==> src/rtl/spi9_pkg.sv <==
package spi9_pkg;
  localparam int WORD_W    = 9;
  localparam int BYTE_W    = 8;
  localparam int MAX_WORDS = 3;
  localparam int FRAME_W   = WORD_W * MAX_WORDS;
  localparam int LEFT_W    = $clog2(FRAME_W + 1);

  typedef enum logic [2:0] {
    PH_IDLE = 3'd0,
    PH_LEAD = 3'd1,
    PH_LOW  = 3'd2,
    PH_HIGH = 3'd3,
    PH_GAP  = 3'd4
  } phase_e;

  function automatic logic [WORD_W-1:0] make_word(input logic is_data,
                                                  input logic [BYTE_W-1:0] b);
    make_word = {is_data, b};
  endfunction
endpackage

==> src/rtl/spi9_half_timer.sv <==
module spi9_half_timer #(
  parameter int HALF_CYCLES = 2
) (
  input  logic clk,
  input  logic rst_n,
  input  logic run,
  output logic tick
);
  localparam int CW = (HALF_CYCLES > 1) ? $clog2(HALF_CYCLES) : 1;
  localparam logic [CW-1:0] LAST = CW'(HALF_CYCLES - 1);

  logic [CW-1:0] cnt_q, cnt_d;

  assign tick = run && (cnt_q == LAST);

  always_comb begin
    cnt_d = cnt_q;
    if (!run)      cnt_d = '0;
    else if (tick) cnt_d = '0;
    else           cnt_d = cnt_q + 1'b1;
  end

  always_ff @(posedge clk or negedge rst_n) begin
    if (!rst_n) cnt_q <= '0;
    else        cnt_q <= cnt_d;
  end
endmodule

==> src/rtl/spi9_frame_packer.sv <==
module spi9_frame_packer
  import spi9_pkg::*;
(
  input  logic [BYTE_W-1:0]   cmd,
  input  logic [1:0]          count,
  input  logic [2*BYTE_W-1:0] data,
  output logic [FRAME_W-1:0]  frame,
  output logic [LEFT_W-1:0]   bit_total
);
  logic [1:0] ndata;
  logic [1:0] nwords_m1;

  always_comb begin
    ndata     = (count > 2'd2) ? 2'd2 : count;
    nwords_m1 = ndata;
    bit_total = LEFT_W'(WORD_W) * (LEFT_W'(nwords_m1) + 1'b1);
  end

  assign frame[FRAME_W-1 -: WORD_W] = make_word(1'b0, cmd);

  for (genvar s = 1; s < MAX_WORDS; s++) begin : g_slot
    logic [BYTE_W-1:0] sel_byte;
    always_comb begin
      sel_byte = '0;
      for (int b = 0; b < 2; b++) begin
        if (int'(ndata) - s == b) sel_byte = data[b*BYTE_W +: BYTE_W];
      end
    end
    assign frame[FRAME_W-1-s*WORD_W -: WORD_W] =
      (s <= int'(ndata)) ? make_word(1'b1, sel_byte) : '0;
  end
endmodule

==> src/rtl/spi9_shift_fsm.sv <==
module spi9_shift_fsm
  import spi9_pkg::*;
#(
  parameter int HALF_CYCLES = 2
) (
  input  logic               clk,
  input  logic               rst_n,
  input  logic               start,
  input  logic [FRAME_W-1:0] frame,
  input  logic [LEFT_W-1:0]  bit_total,
  input  logic               tick,
  output logic               busy,
  output logic               done,
  output logic               cs_n,
  output logic               sclk,
  output logic               mosi
);
  phase_e             ph_q, ph_d;
  logic [FRAME_W-1:0] sh_q, sh_d;
  logic [LEFT_W-1:0]  left_q, left_d;
  logic               gap_q, gap_d;
  logic               cs_q, cs_d, sclk_q, sclk_d, mosi_q, mosi_d, done_q, done_d;

  assign busy = (ph_q != PH_IDLE);
  assign done = done_q;
  assign cs_n = cs_q;
  assign sclk = sclk_q;
  assign mosi = mosi_q;

  always_comb begin
    ph_d   = ph_q;
    sh_d   = sh_q;
    left_d = left_q;
    gap_d  = gap_q;
    cs_d   = cs_q;
    sclk_d = sclk_q;
    mosi_d = mosi_q;
    done_d = 1'b0;
    unique case (ph_q)
      PH_IDLE: if (start) begin
        ph_d   = PH_LEAD;
        cs_d   = 1'b0;
        sh_d   = frame;
        mosi_d = frame[FRAME_W-1];
        left_d = bit_total - 1'b1;
      end
      PH_LEAD: if (tick) begin
        sclk_d = 1'b0;
        ph_d   = PH_LOW;
      end
      PH_LOW: if (tick) begin
        sclk_d = 1'b1;
        ph_d   = PH_HIGH;
      end
      PH_HIGH: if (tick) begin
        if (left_q == '0) begin
          cs_d   = 1'b1;
          done_d = 1'b1;
          mosi_d = 1'b0;
          gap_d  = 1'b0;
          ph_d   = PH_GAP;
        end else begin
          sclk_d = 1'b0;
          mosi_d = sh_q[FRAME_W-2];
          sh_d   = {sh_q[FRAME_W-2:0], 1'b0};
          left_d = left_q - 1'b1;
          ph_d   = PH_LOW;
        end
      end
      PH_GAP: if (tick) begin
        if (gap_q) ph_d = PH_IDLE;
        else       gap_d = 1'b1;
      end
      default: ph_d = PH_IDLE;
    endcase
  end

  always_ff @(posedge clk or negedge rst_n) begin
    if (!rst_n) begin
      ph_q   <= PH_IDLE;
      sh_q   <= '0;
      left_q <= '0;
      gap_q  <= 1'b0;
      cs_q   <= 1'b1;
      sclk_q <= 1'b1;
      mosi_q <= 1'b0;
      done_q <= 1'b0;
    end else begin
      ph_q   <= ph_d;
      sh_q   <= sh_d;
      left_q <= left_d;
      gap_q  <= gap_d;
      cs_q   <= cs_d;
      sclk_q <= sclk_d;
      mosi_q <= mosi_d;
      done_q <= done_d;
    end
  end

  // Cycles chip select has been high, saturating; used by the spacing check.
  localparam int HW = $clog2(2*HALF_CYCLES + 2) + 1;
  localparam logic [HW-1:0] HMAX = {HW{1'b1}};
  logic [HW-1:0] hi_cnt;
  always_ff @(posedge clk or negedge rst_n) begin
    if (!rst_n)             hi_cnt <= HMAX;
    else if (!cs_q)         hi_cnt <= '0;
    else if (hi_cnt != HMAX) hi_cnt <= hi_cnt + 1'b1;
  end

  assert_clock_idle_high_R5: assert property (@(posedge clk) disable iff (!rst_n)
    cs_q |-> sclk_q);
  assert_data_steady_high_R5: assert property (@(posedge clk) disable iff (!rst_n)
    (!cs_q && sclk_q && $past(sclk_q) && !$past(cs_q)) |-> $stable(mosi_q));
  assert_select_from_accept_R9: assert property (@(posedge clk) disable iff (!rst_n)
    $fell(cs_q) |-> ($past(start) && !$past(busy)));
  assert_done_at_release_R7: assert property (@(posedge clk) disable iff (!rst_n)
    done_q |-> $rose(cs_q));
  assert_idle_deselected_R9: assert property (@(posedge clk) disable iff (!rst_n)
    !busy |-> cs_q);
  assert_frame_spacing_R8: assert property (@(posedge clk) disable iff (!rst_n)
    $fell(cs_q) |-> (hi_cnt >= HW'(2*HALF_CYCLES)));
endmodule

==> src/rtl/spi9_cmd_writer.sv <==
module spi9_cmd_writer
  import spi9_pkg::*;
#(
  parameter int HALF_CYCLES = 2
) (
  input  logic        clk,
  input  logic        rst_n,
  input  logic        req_start,
  input  logic [7:0]  req_cmd,
  input  logic [1:0]  req_count,
  input  logic [15:0] req_data,
  output logic        req_busy,
  output logic        req_done,
  output logic        spi_cs_n,
  output logic        spi_sclk,
  output logic        spi_mosi
);
  logic [FRAME_W-1:0] frame;
  logic [LEFT_W-1:0]  bit_total;
  logic               tick;
  logic               busy_i;

  assign req_busy = busy_i;

  spi9_frame_packer u_pack (
    .cmd       (req_cmd),
    .count     (req_count),
    .data      (req_data),
    .frame     (frame),
    .bit_total (bit_total)
  );

  spi9_half_timer #(.HALF_CYCLES(HALF_CYCLES)) u_timer (
    .clk   (clk),
    .rst_n (rst_n),
    .run   (busy_i),
    .tick  (tick)
  );

  spi9_shift_fsm #(.HALF_CYCLES(HALF_CYCLES)) u_fsm (
    .clk       (clk),
    .rst_n     (rst_n),
    .start     (req_start),
    .frame     (frame),
    .bit_total (bit_total),
    .tick      (tick),
    .busy      (busy_i),
    .done      (req_done),
    .cs_n      (spi_cs_n),
    .sclk      (spi_sclk),
    .mosi      (spi_mosi)
  );
endmodule

==> config.mk <==
export PLATFORM = sky130hd
export DESIGN_NAME = spi9_cmd_writer
export DESIGN_NICKNAME = d
export VERILOG_FILES = /design/src/rtl/spi9_pkg.sv /design/src/rtl/spi9_half_timer.sv /design/src/rtl/spi9_frame_packer.sv /design/src/rtl/spi9_shift_fsm.sv /design/src/rtl/spi9_cmd_writer.sv
export SDC_FILE = /design/constraint.sdc
export NUM_CORES = 1
export LEC_CHECK = 0
export BUFFER_PORTS_ARGS = -buffer_cell sky130_fd_sc_hd__buf_4
export CORE_MARGIN = 8
export CORE_UTILIZATION = 40
export DETAILED_ROUTE_END_ITERATION = 12
export GPL_TIMING_DRIVEN = 0
export HOLD_SLACK_MARGIN = 0.12
export PLACE_DENSITY = 0.58
export SLEW_MARGIN = 40
export SYNTH_ARGS = -nofsm -noshare
export SYNTH_HDL_FRONTEND = slang
export SYNTH_SLANG_ARGS = --single-unit
==> constraint.sdc <==
create_clock -name clk -period 2.39 [get_ports clk]
set_input_delay 0.3585 -clock clk [delete_from_list [all_inputs] [get_ports clk]]
set_output_delay 0.3585 -clock clk [all_outputs]
set_load 0.005 [all_outputs]
## After elaboration in Yosys (flattened, before gate mapping)

Index checks and enable logic that the tools add are counted.

| storage, ports and cells | value |
|---|---|
| bits of input ports | 29 |
| flip-flop bits (word level) | 40 |
| output and inout port bits | 5 |
| word-level logic and storage cells | 91 |

| operators by class | value |
|---|---|
| equal/unequal tests | 14 |
| order comparisons | 3 |
| add/subtract/negate cells | 6 |
| reductions and logical operators | 15 |
| multiplexer cells | 43 |
| $mul | 1 |

Operators by type and width:

| kind | number |
|---|---|
| 26-bit 2-to-1 mux | 3 |
| 32-bit by 2-bit equality test with 1-bit output (second input constant) | 2 |
| 32-bit zero test | 2 |
| 26-bit case mux with 2 select lines | 1 |
| 8-bit 2-to-1 mux | 4 |
| 3-bit 2-to-1 mux | 7 |
| 9-bit 2-to-1 mux | 2 |
| 1-bit 2-to-1 mux | 16 |
| 5-bit 2-to-1 mux | 3 |
| 3-bit case mux with 5 select lines | 1 |
| 2-bit != test (second input constant) | 6 |
| 4-bit AND reduction | 3 |
| 5-bit case mux with 2 select lines | 1 |
| 5-bit by 1-bit subtractor with 5-bit output (second input constant) | 2 |
| 3-bit by 2-bit equality test with 1-bit output (second input constant) | 2 |
| 1-bit case mux with 2 select lines | 3 |
| 6-bit AND reduction | 1 |
| 3-bit nonzero test | 2 |
| 5-bit zero test | 1 |
| 4-bit by 5-bit multiplier with 5-bit output (first input constant) | 1 |
| 5-bit AND reduction | 1 |
| 2-bit by 1-bit != test with 1-bit output (second input constant) | 2 |
| 2-bit nonzero test | 2 |
| 2-bit by 1-bit adder with 3-bit output (second input constant) | 1 |
| other kinds (13) | 13 |

## Longest topological paths before layout

Gate-level depths: netlist (run 1).

| logic depth | value |
|---|---|
| word-level depth | 9 |
| gate-level depth with buffers | 8 |
| depth with buffers taken out | 5 |

## Modules after synthesis

From an unflattened synthesis (run 1), not the netlist that was laid out.

| second synthesis, totals | value |
|---|---|
| cell total of the unflattened synthesis | 253 |
| area total of the unflattened synthesis | 2,386.0 um2 |

Modules (own cells, without submodules):

| module | seq. area each (um2) | area each (um2) | cells each | instances |
|---|---|---|---|---|
| spi9_shift_fsm | 978.4 | 2,053.2 | 202 | 1 |
| spi9_frame_packer | 0.0 | 291.5 | 48 | 1 |
| spi9_half_timer | 25.0 | 41.3 | 3 | 1 |

## Worst setup path before layout (run 1)

OpenSTA, ideal clock, no wires.

| timing path | value |
|---|---|
| path kind | reg-to-reg |
| start | register u_fsm.left_q[0] |
| end | register u_fsm.sh_q[10] |
| setup slack | 305 ps |
| required time | 2,265 ps |
| library setup time | 125 ps |
| stages on the path, launching flop included | 9 |
| period minus slack after synthesis | 2,085 ps |
| arrival | 1,960 ps |
| buffers on the path | 3 |
| path through | dfrtp_1 > inv_1 > ha_1 > or4b_1 > buf_2 > a21o_1 > buf_6 > buf_12 > mux2_4 |

| on the way | value |
|---|---|
| cells in the longest elaborated chain, start to end | 3 |

Ends and longest elaborated chain:

| item | line | RTL |
|---|---|---|
| start: declaration | spi9_shift_fsm.sv:20 | `logic [LEFT_W-1:0] left_q, left_d;` |
| start signal: assignment | spi9_shift_fsm.sv:91 | `left_q <= left_d;` |
| 5-bit zero test | spi9_shift_fsm.sv:56 | `if (left_q == '0) begin` |
| 2-bit != test (no source line) | n/a |  |
| 4-bit AND reduction (no source line) | n/a |  |
| end signal: assignment | spi9_shift_fsm.sv:81 | `sh_q <= '0;` |
| end signal: assignment | spi9_shift_fsm.sv:90 | `sh_q <= sh_d;` |
| end: declaration | spi9_shift_fsm.sv:19 | `logic [FRAME_W-1:0] sh_q, sh_d;` |

Every way passes these cells.
A chain may end at the register's enable or synchronous reset.

## Worst setup path in the final report (run 1)

| timing path | value |
|---|---|
| start | register u_fsm.left_q[0] |
| end | register u_fsm.sh_q[13] |

The elaborated chain is that of the path after synthesis.

==> summary.md, run 1 <==
| Metric | Value |
|---|---|
| Post-Syn Area | around 0.0024 mm2 |
| Sequential share of the synthesized area | between 40% and 50% |
| Critical Path, Cell by Cell | inv_1 > ha_2 > or4b_1 > buf_2 > a21o_1 > buf_6 > buf_12 > mux2_4 |
| Simple-gate share of the synthesized area | a little under a fifth |
| Final core occ | roughly 48% |
| Main combinational cell family by area after synthesis | multiplexers |
| GRT Total Usage | a little over an eighth |
| Core area | ~0.0059 mm2 |
| RR Endpoint | u_fsm.sh_q[13] |
| Most common cell in the netlist | dfrtp_1 |
| Clk root buf | clkbuf_8 |
| F_max | roughly 0.44 GHz |
| Number of global-route vias before repair | 1815 |
| GRT Residual Overflow | 0 |
| Ys async rst share | 100% |
| Power Density | between 1000 and 1500 mW/mm2 |
| Status | finished, final reports clean |
| Max-cap violation count | 0 |
| CP top delay family | buffers and inverters |
| RSZ-0062 raised after global routing | false |
| Combinational share of power | between 50% and 60% |
| DR vias | approximately 1800 |
| Area share of the largest cell type after synthesis | between 30% and 40% |
| Area delta synth->final | 18.4% |
| Worst hold slack | ~0.42 ns |
| Worst Max-Slew Pin Slew | approximately 0.62 ns |
| Worst path depth | 8 |
| Synthesis Warnings | 0 |
| Chip height | 93.2 um |
| Reg2reg start | u_fsm.left_q[0] |
| Fin worst setup slack | 0.0920 ns |
| First-pass GRT wire length | between 9000 and 10000 um |
| Min Tclk post-route | 2.30 ns |
| Io pins | 34 |
| Remaining antenna violation count | 0 |
| Worst hold path class | primary input to register |
| Reg2reg setup slack | between 0.09 and 0.1 ns |
| Compound-Gate Fraction of Synth Area | about a tenth |
| Final setup viols | 0 |
| DP Wirelength | roughly 3900 um |
| Fin crit share | around 96% |
| Setup CP Type | register to register |
| Synthesis-stage register bit count | 40 |
| Worst slew margin | 58.5% |
| Die ar. | between 0.008 and 0.009 mm2 |
| Most used DFF post-synth | dfrtp_1 |
| Starting density of the core | approximately two fifths |
| CP Launch Point | u_fsm.left_q[0] |
| Final Hold Fails | 0 |
| Row cnt | 28 |
| Largest net degree at the start of global routing | 41 |
| Post-synth top area cell | dfrtp_1 |
| Setup TNS | 0 ns |
| Nets@finish | 283 |
| Worst Path Buf+Inv | 4 |
| Synth Net Count | between 200 and 250 |
| Reg clk slew, reported paths | approximately 0.080 ns |
| Max IR drop VDD | 0.477 mV |
| Share of layout cells above drive strength 1 | between 30% and 40% |
| Final wirelength | roughly 5500 um |
| Htree depth | 2 |
| Number of remaining DRC errors | 0 |
| Crit-path max cell delay | approximately 0.45 ns |
| Critical path arrival | approximately 2.5 ns |
| Crit. End Element | register |
| Area of the multi-input gates | between 0.001 and 0.0015 mm2 |
| R2R cell count | 8 |
| 1st-iter DRT viols | 69 |
| Clk pwr share | between 10% and 20% |
| Setup crit end | u_fsm.sh_q[13] |
| Mapped Avg Cell Area | between 10 and 15 um2 |
| DR WL/cell | approximately 17 um |
| Sw Ratio | 35.8% |
| Multiplexer share of the synthesized area | a little under a quarter |
| Psw | ~1.3 mW |
| Slowest stage cell on the critical path | dfrtp_2 |
| Flop pwr share | 33.1% |
| Total iterations of the first detailed-routing run | 4 |
| Fill cell count | 533 |
| I/O Buffers | 31 |
| Post-synth EDFFs | 0 |
| Post-synthesis xor/xnor area fraction | 0% |
| Longest Clk Path Bufs | 2 |
| CTS Buf Count | 5 |
| Leakage | roughly 1.3 nW |
| Post-Synth Adder-Cell Area | less than 1% |
| CTS sink cnt | 40 |
| Synth cell types | 43 |
| CTS tree | done |
| Post-Syn Instances | ~210 |
| FF+latch area | 0.00100 mm2 |
| Via density | roughly 5.3 |
| Maximum fanout along the worst path | 10 |
| Clock skew | 0.00648 ns |
| WP data required | roughly 2.6 ns |
| RePlAce Congestion | just under 0.8 |
| # diodes | 0 |
| Horiz. Die Dim | between 90 and 100 um |
| Pre-CTS setup slack | 0.0680 ns |
| Most frequent cells after synthesis | dfrtp_1, mux2_2, mux2_4, nand2_1, mux2i_1 |
| Antenna violations before repair | 0 |
| Insertion delay to the later sink of the worst-skew pair | between 0.2 and 0.3 ns |
| CP Launch Type | register |
| Final Max Tran Viols | 0 |
| Pint | 2.35 mW |
| Synth top area cells | dfrtp_1, mux2_4, mux2_2, mux2i_1, nor4bb_1 |
-- repair_timing --
item | in CTS | in global routing
buffers inserted | 0 | 0
hold buffers | 1 | 0
hold endpoints to repair | 38 | 0
gates resized for setup | 0 | 2
endpoints found under the setup margin | 0 | 15
-- cells in the final DEF (no fill, tap or decap), types with 8 or more instances in the layout --
master and n:
mux2_4 15, nor4bb_1 8, nand2_1 15, inv_1 9, a31oi_1 8, clkbuf_1 11
buf_4 31, dfrtp_1 37, mux2i_1 13, mux2_2 18, nand3b_1 10
-- registers in the layout, summed over array words and instances (netlist names) --
register,flops
u_fsm.done,1
u_fsm.ph_q,3
u_fsm.gap_q,1
u_timer.cnt_q,1
u_fsm.mosi,1
u_fsm.left_q,5
u_fsm.sh_q,26
u_fsm.cs_n,1
u_fsm.sclk,1
-- worst register-to-register path, delay by kind of cell, from the launching register on --
family	cells	cell delay (ns)
buffers and inverters	4	0.58
DFF	1	0.45
and+or+nand+nor	1	0.44
muxes	1	0.31
adders and majority gates	1	0.23
AOI/OAI and AO/OA	1	0.18
-- logic make-up (layout without fill, tap and decap cells) --
family | count (synthesis) | in the layout
fa+ha+maj | 1 | 1
simple gates | 66 | 66
buf+inv | 28 | 68
compound gates | 33 | 33
flops | 40 | 40
mux | 46 | 46
-- worst min path at each step --
stage / endpoint / from / slack (ns) / depth (start not counted)
after floorplan: u_fsm.done / rst_n / 0.06 / 0
after global placement: u_fsm.done / rst_n / 0.38 / 1
after detailed placement: u_fsm.done / rst_n / 0.37 / 1
after CTS: u_fsm.sh_q[20] / req_cmd[2] / 0.41 / 3
after global routing: u_fsm.sh_q[20] / req_cmd[2] / 0.41 / 3
final: u_fsm.sh_q[20] / req_cmd[2] / 0.42 / 3
-- area by class of cell --
cell class / count / share of cell area [%]
buffer: 19 / 4.08
tap: 75 / 3.33
sequential: 40 / 35.6
clock buffer: 6 / 2.93
timing repair buffer: 32 / 8.61
multi-input combinational: 146 / 43.9
clock inverter: 2 / 0.355
inverter: 9 / 1.20
-- metrics by stage --
step	cell area (um2)	std cells	power (mW)
finish	2820	329	3.66
global route	2820	329	3.92
global placement	2710	320	3.16
detailed placement	2710	320	3.19
floorplan	2380	214	2.75
CTS	2810	329	3.69
-- metal layers --
metal,up-vias,share of wire (%),track usage [%]
met5,-,0,0
met4,0,0.58,4.03
met3,2,4.0,3.13
met2,34,46,20.5
met1,855,49,17.8
li1,859,-,-
-- power groups by stage --
stage	logic, mW	registers, mW	clock network (mW)
after floorplan	1.59	1.16	0
after global placement	1.95	1.21	0
after detailed placement	1.97	1.22	0
after CTS	1.99	1.21	0.488
after global routing	2.15	1.26	0.513
final	1.97	1.21	0.474
Power figures use the tool's default switching activity.
==> run 2, diff against run 1 <==
Settings changed: PLACE_DENSITY 0.58 to not set.
Clock period 2.39 ns to 2.9 ns, I/O delays scaled along.
==> summary.md, run 2 (synthesized netlist as in run 1, its figures left out) <==
| Metric | Value |
|---|---|
| Die ar. | 0.00868 mm2 (unchanged) |
| Setup TNS | 0 ns (unchanged) |
| Final setup viols | 0 (unchanged) |
| Chip height | 93.2 um (unchanged) |
| Clk root buf | clkbuf_8 (unchanged) |
| WP data required | 3.08 ns (was 2.57 ns) |
| DR vias | 1736 (was 1750) |
| Row cnt | 28 (unchanged) |
| Post-CTS Setup Inserts | 0 (unchanged) |
| CTS tree | done (unchanged) |
| RePlAce Congestion | 0.751 (was 0.775) |
| Critical Path, Cell by Cell | inv_1 > ha_1 > or4b_1 > buf_2 > a21o_1 > buf_6 > buf_12 > mux2_4 (was inv_1 > ha_2 > or4b_1 > buf_2 > a21o_1 > buf_6 > buf_12 > mux2_4) |
| Clock skew | 0.00697 ns (was 0.00648 ns) |
| Htree depth | 2 (unchanged) |
| Insertion delay to the later sink of the worst-skew pair | 0.30 ns (was 0.29 ns) |
| CTS sink cnt | 40 (unchanged) |
| Crit. End Element | register (unchanged) |
| Fin crit share | 78.6% (was 96.1%) |
| Final Instance Area | 0.00280 mm2 (was 0.00282 mm2) |
| 1st-iter DRT viols | 83 (was 69) |
| Combinational share of power | 53.6% (was 53.9%) |
| Antenna violations before repair | 0 (unchanged) |
| Number of remaining DRC errors | 0 (unchanged) |
| Max FFs per register | 26 (unchanged) |
| Reg clk slew, reported paths | 0.08 ns (about the same) |
| F_max | 0.438 GHz (was 0.435 GHz) |
| # diodes | 0 (unchanged) |
| Max IR drop VDD | 0.373 mV (was 0.477 mV) |
| CTS Buf Count | 5 (unchanged) |
| Min Tclk post-route | 2.28 ns (was 2.30 ns) |
| Longest Clk Path Bufs | 2 (unchanged) |
| Worst Max-Slew Pin Slew | 0.758 ns (was 0.622 ns) |
| Worst slew margin | 48.7% (was 58.5%) |
| Total power | 2.99 mW (was 3.66 mW) |
| Worst hold path class | primary input to asynchronous set/reset pin (was primary input to register) |
| Max-cap violation count | 0 (unchanged) |
| Total iterations of the first detailed-routing run | 4 (unchanged) |
| Hold buffer count at CTS | 0 (was 1) |
| Setup CP Type | register to register (unchanged) |
| Post-CTS sizing | 0 (unchanged) |
| Sw Ratio | 35.5% (was 35.8%) |
| Top reg by flops | u_fsm.sh_q (unchanged) |
| Post-Place Cells | 320 (unchanged) |
| First-pass GRT wire length | 8900 um (was 9170 um) |
| I/O Buffers | 31 (unchanged) |
| Worst hold slack | 0.103 ns (was 0.424 ns) |
| Final Max Tran Viols | 0 (unchanged) |
| Top flop regs | u_fsm.sh_q: 26 flops, u_fsm.left_q: 5 flops, u_fsm.ph_q: 3 flops (unchanged) |
| Pint | 1.93 mW (was 2.35 mW) |
| DP Wirelength | 3810 um (was 3880 um) |
| Critical path arrival | 2.46 ns (was 2.48 ns) |
| Maximum fanout along the worst path | 10 (unchanged) |
| Via density | 5.29 (was 5.32) |
| Final wirelength | 5370 um (was 5530 um) |
| Slowest stage cell on the critical path | dfrtp_1 (was dfrtp_2) |
| GRT Total Usage | 12.8% (was 13.2%) |
| Final cell count without fillers | 328 (was 329) |
| Psw | 1.06 mW (was 1.31 mW) |
| CP Launch Type | register (unchanged) |
| Nets@finish | 282 (was 283) |
| RSZ-0062 raised after global routing | false (unchanged) |
| Crit-path max cell delay | 0.45 ns (about the same) |
| Remaining antenna violation count | 0 (unchanged) |
| Largest net degree at the start of global routing | 41 (unchanged) |
| Status | finished, final reports clean (unchanged) |
| Area delta synth->final | 17.6% (was 18.4%) |
| Clk pwr share | 13.1% (was 12.9%) |
| Commonest cells after routing, fill and taps aside | dfrtp_1, buf_4, mux2_2 (unchanged) |
| Flop pwr share | 33.3% (was 33.1%) |
| Final Hold Fails | 0 (unchanged) |
| Io pins | 34 (unchanged) |
| Horiz. Die Dim | 93.2 um (unchanged) |
| Instance area at placement | 0.00271 mm2 (unchanged) |
| Share of layout cells above drive strength 1 | 33.6% (was 34.6%) |
| Power Density | 1070 mW/mm2 (was 1300 mW/mm2) |
| Core area | 0.00585 mm2 (unchanged) |
| GRT Residual Overflow | 0 (unchanged) |
| Most common cell after layout, fill and taps aside | dfrtp_1 (unchanged) |
| Number of global-route vias before repair | 1781 (was 1815) |
| Leakage | 1.26 nW (was 1.27 nW) |
| DR WL/cell | 16.4 um (was 16.8 um) |
| Starting density of the core | 40.7% (unchanged) |
run 2: cell count changes in the layout (fill, tap and decap cells not counted):
cell	delta
dfrtp_1	+1
dfrtp_2	-1
dlygate4sd3_1	-1
ha_1	+1
ha_2	-1
nor4b_1	+1
nor4b_2	-1
run 2: worst max-delay path, delay by kind of cell (launching register included):
kind | cells | cell delay (ns)
simple gates | 1 | 0.44
compound gates | 1 | 0.17
mux | 1 | 0.30
flops | 1 | 0.45
fa+ha+maj | 1 | 0.23
buf+inv | 4 | 0.58
run 2: worst paths after layout:
path,cells past startpoint,from,endpoint,slack (ns)
max in group asynchronous,1,rst_n,u_fsm.left_q[0],2.43
min in group clk,3,req_cmd[3],u_fsm.sh_q[21],0.50
setup / recovery,8,u_fsm.left_q[0],u_fsm.sh_q[7],0.62
hold / removal,1,rst_n,u_fsm.done,0.10
hold reg to reg,2,u_fsm.sclk,u_fsm.sclk,0.50
setup reg to reg,8,u_fsm.left_q[0],u_fsm.sh_q[7],0.62
run 2: power by group through the flow:
stage	Combinational [mW]	Sequential (mW)	Clock, mW
4_1_cts	1.62	0.996	0.399
5_1_grt	1.76	1.03	0.428
3_5_place_dp	1.62	1.00	0
3_3_place_gp	1.60	0.997	0
6_report	1.60	0.996	0.392
2_1_floorplan	1.31	0.953	0
run 2: layout make-up:
type / instances / area [um2]
Timing Repair Buffer: 31 / 233
Sequential cell: 40 / 1000
Multi-Input combinational cell: 146 / 1230
Clock buffer: 6 / 82.6
Fill cell: 547 / 3050
Clock inverter: 2 / 10.0
Tap cell: 75 / 93.8
Inverter: 9 / 33.8
Buffer: 19 / 115
run 2: routing by layer:
layer / GRT usage (%) / part of all wire (%) / vias to the layer above
met5: 0 / 0 / -
met4: 4.16 / 0.75 / 0
met3: 3.29 / 5.0 / 4
met2: 19.6 / 47 / 41
met1: 17.2 / 47 / 843
li1: - / - / 848
run 2: through the flow:
step                setup slack (ns)  util (%)
floorplan                      0.815         -
global placement               0.629      46.3
detailed placement             0.621      46.3
global route                   0.515      47.9
finish                         0.619      47.9
CTS                            0.604      47.9
==> run 3, diff against run 2 <==
Clock period 2.9 ns to 1.8 ns, I/O delays scaled along.
==> summary.md, run 3 (synthesized netlist as in run 1, its figures left out) <==
| Metric | Value |
|---|---|
| Status | finished, violations left (was finished, final reports clean) |
| Failing checks | negative setup slack |
| Max-cap violation count | 0 (unchanged) |
| Power Density | 1870 mW/mm2 (was 1070 mW/mm2) |
| RePlAce Congestion | 0.764 (was 0.751) |
| DR vias | 1808 (was 1736) |
| Setup CP Type | register to register (unchanged) |
| Io pins | 34 (unchanged) |
| First-pass GRT wire length | 9310 um (was 8900 um) |
| Via density | 5.26 (was 5.29) |
| # diodes | 0 (unchanged) |
| Longest Clk Path Bufs | 2 (unchanged) |
| CTS Buf Count | 5 (unchanged) |
| 1st-iter DRT viols | 80 (was 83) |
| Min Tclk post-route | 2.01 ns (was 2.28 ns) |
| F_max | 0.497 GHz (was 0.438 GHz) |
| Psw | 1.91 mW (was 1.06 mW) |
| RSZ-0062 raised after global routing | true (was false) |
| Worst slew margin | 47.1% (was 48.7%) |
| Clk root buf | clkbuf_8 (unchanged) |
| Antenna violations before repair | 0 (unchanged) |
| Total iterations of the first detailed-routing run | 4 (unchanged) |
| Share of layout cells above drive strength 1 | 43.5% (was 33.6%) |
| Worst hold slack | 0.335 ns (was 0.103 ns) |
| Pint | 3.97 mW (was 1.93 mW) |
| I/O Buffers | 31 (unchanged) |
| Insertion delay to the later sink of the worst-skew pair | 0.29 ns (was 0.30 ns) |
| Fin worst setup slack | -0.212 ns (was 0.619 ns) |
| Crit. End Element | register (unchanged) |
| Remaining antenna violation count | 0 (unchanged) |
| CTS sink cnt | 40 (unchanged) |
| Instance area at placement | 0.00272 mm2 (was 0.00271 mm2) |
| CTS tree | done (unchanged) |
| Htree depth | 2 (unchanged) |
| Fin crit share | 112% (was 78.6%) |
| WP data required | 1.98 ns (was 3.08 ns) |
| Final setup viols | 28 (was 0) |
| Number of global-route vias before repair | 1869 (was 1781) |
| Combinational share of power | 55.4% (was 53.6%) |
| Clock skew | 0.00854 ns (was 0.00697 ns) |
| Setup TNS | -5.15 ns (was 0 ns) |
| Top reg by flops | u_fsm.sh_q (unchanged) |
| Reg clk slew, reported paths | 0.08 ns (about the same) |
| Final Instance Area | 0.00315 mm2 (was 0.00280 mm2) |
| DR WL/cell | 16.7 um (was 16.4 um) |
| DP Wirelength | 3840 um (was 3810 um) |
| Final Max Tran Viols | 0 (unchanged) |
| Sw Ratio | 32.5% (was 35.5%) |
| Flop pwr share | 27.3% (was 33.3%) |
| Met2 Usage GRT | 21.4% (was 19.6%) |
| GR peak layer | met2 (unchanged) |
| Top flop regs | u_fsm.sh_q: 26 flops, u_fsm.left_q: 5 flops, u_fsm.ph_q: 3 flops (unchanged) |
| Nets@finish | 298 (was 282) |
| CP Launch Type | register (unchanged) |
| Maximum fanout along the worst path | 6 (was 10) |
| GRT Residual Overflow | 0 (unchanged) |
| Die ar. | 0.00868 mm2 (unchanged) |
| Number of remaining DRC errors | 0 (unchanged) |
| Starting density of the core | 40.7% (unchanged) |
| Critical path arrival | 2.19 ns (was 2.46 ns) |
| Chip height | 93.2 um (unchanged) |
| Final wirelength | 5760 um (was 5370 um) |
| GRT Total Usage | 13.6% (was 12.8%) |
| Worst hold path class | primary input to register (was primary input to asynchronous set/reset pin) |
| Max IR drop VDD | 0.884 mV (was 0.373 mV) |
| Fill cell count | 526 (was 547) |
| Worst Max-Slew Pin Slew | 0.782 ns (was 0.758 ns) |
| Most common cell after layout, fill and taps aside | buf_4 (was dfrtp_1) |
| Clk pwr share | 17.3% (was 13.1%) |
| Max FFs per register | 26 (unchanged) |
| Met3 GRT Util | 3.69% (was 3.29%) |
| Area delta synth->final | 32.2% (was 17.6%) |
| GR Util met1 | 17.7% (was 17.2%) |
| Row cnt | 28 (unchanged) |
| Final Hold Fails | 0 (unchanged) |
| Core area | 0.00585 mm2 (unchanged) |
| Commonest cells after routing, fill and taps aside | buf_4, dfrtp_1, mux2_2 (was dfrtp_1, buf_4, mux2_2) |
| Largest net degree at the start of global routing | 41 (unchanged) |
| Leakage | 1.43 nW (was 1.26 nW) |
| Horiz. Die Dim | 93.2 um (unchanged) |
## run 3: layer usage
| metal | vias to the layer above | share of wire, % | wire [um] |
|---|---|---|---|
| li1 | 884 | - | - |
| met1 | 887 | 48 | 2740 |
| met2 | 31 | 48 | 2740 |
| met3 | 6 | 3.7 | 212 |
| met4 | 0 | 1.1 | 62 |
| met5 | - | 0 | 0 |
## run 3: what timing repair did
item                                    CTS  global route
endpoints found under the setup margin   36            35
cloned                                    1             1
setup buffers                             8             7
pin swaps                                 2             4
hold buffers                              1             0
endpoints found under the hold margin    38             0
gates resized for setup                  22            15
## run 3: layout make-up
class | instances | area [um2] | share of cell area, %
multi-input cells | 146 | 1280 | 40.7
inverters | 9 | 33.8 | 1.07
clock inverters | 3 | 90.1 | 2.86
flip-flops and latches | 40 | 1000 | 31.9
repair buffers | 48 | 415 | 13.2
plain buffers | 18 | 159 | 5.05
well taps | 75 | 93.8 | 2.98
clock buffers | 5 | 68.8 | 2.19
## run 3: worst max-delay path: stages (launching register included)
cell     delay [ns]
dfrtp_1        0.41
inv_2          0.08
ha_4           0.14
or4b_4         0.47
a21o_1         0.21
buf_6          0.15
buf_12         0.14
mux2_4         0.29
## run 3: path summary, 6_finish.rpt
check                                startpoint              to  slack [ns]  cells past startpoint
worst max-delay path            u_fsm.left_q[0]  u_fsm.sh_q[10]       -0.21                      7
worst min-delay path                 req_cmd[2]  u_fsm.sh_q[20]        0.34                      3
worst max register to register  u_fsm.left_q[0]  u_fsm.sh_q[10]       -0.21                      7
worst min register to register       u_fsm.sclk      u_fsm.sclk        0.50                      2
max in group asynchronous                 rst_n   u_fsm.ph_q[2]        0.93                      2
min in group asynchronous                 rst_n      u_fsm.done        0.50                      2
## run 3: per-stage QoR
step / cells / setup WS (ns) / power [mW] / util (%)
final: 344 / -0.212 / 5.88 / 53.8
after global routing: 344 / -0.278 / 6.26 / 53.8
after CTS: 338 / -0.289 / 5.68 / 52.0
after detailed placement: 320 / -0.435 / 4.25 / 46.4
after global placement: 320 / -0.438 / 4.22 / 46.4
after floorplan: 214 / -0.278 / 3.67 / -
## run 3: power groups by stage
stage	Sequential, mW	Combinational, mW	Clock [mW]
2_1_floorplan	1.54	2.13	0
3_3_place_gp	1.61	2.61	0
3_5_place_dp	1.62	2.63	0
4_1_cts	1.60	3.04	1.04
5_1_grt	1.66	3.51	1.09
6_report	1.61	3.26	1.02
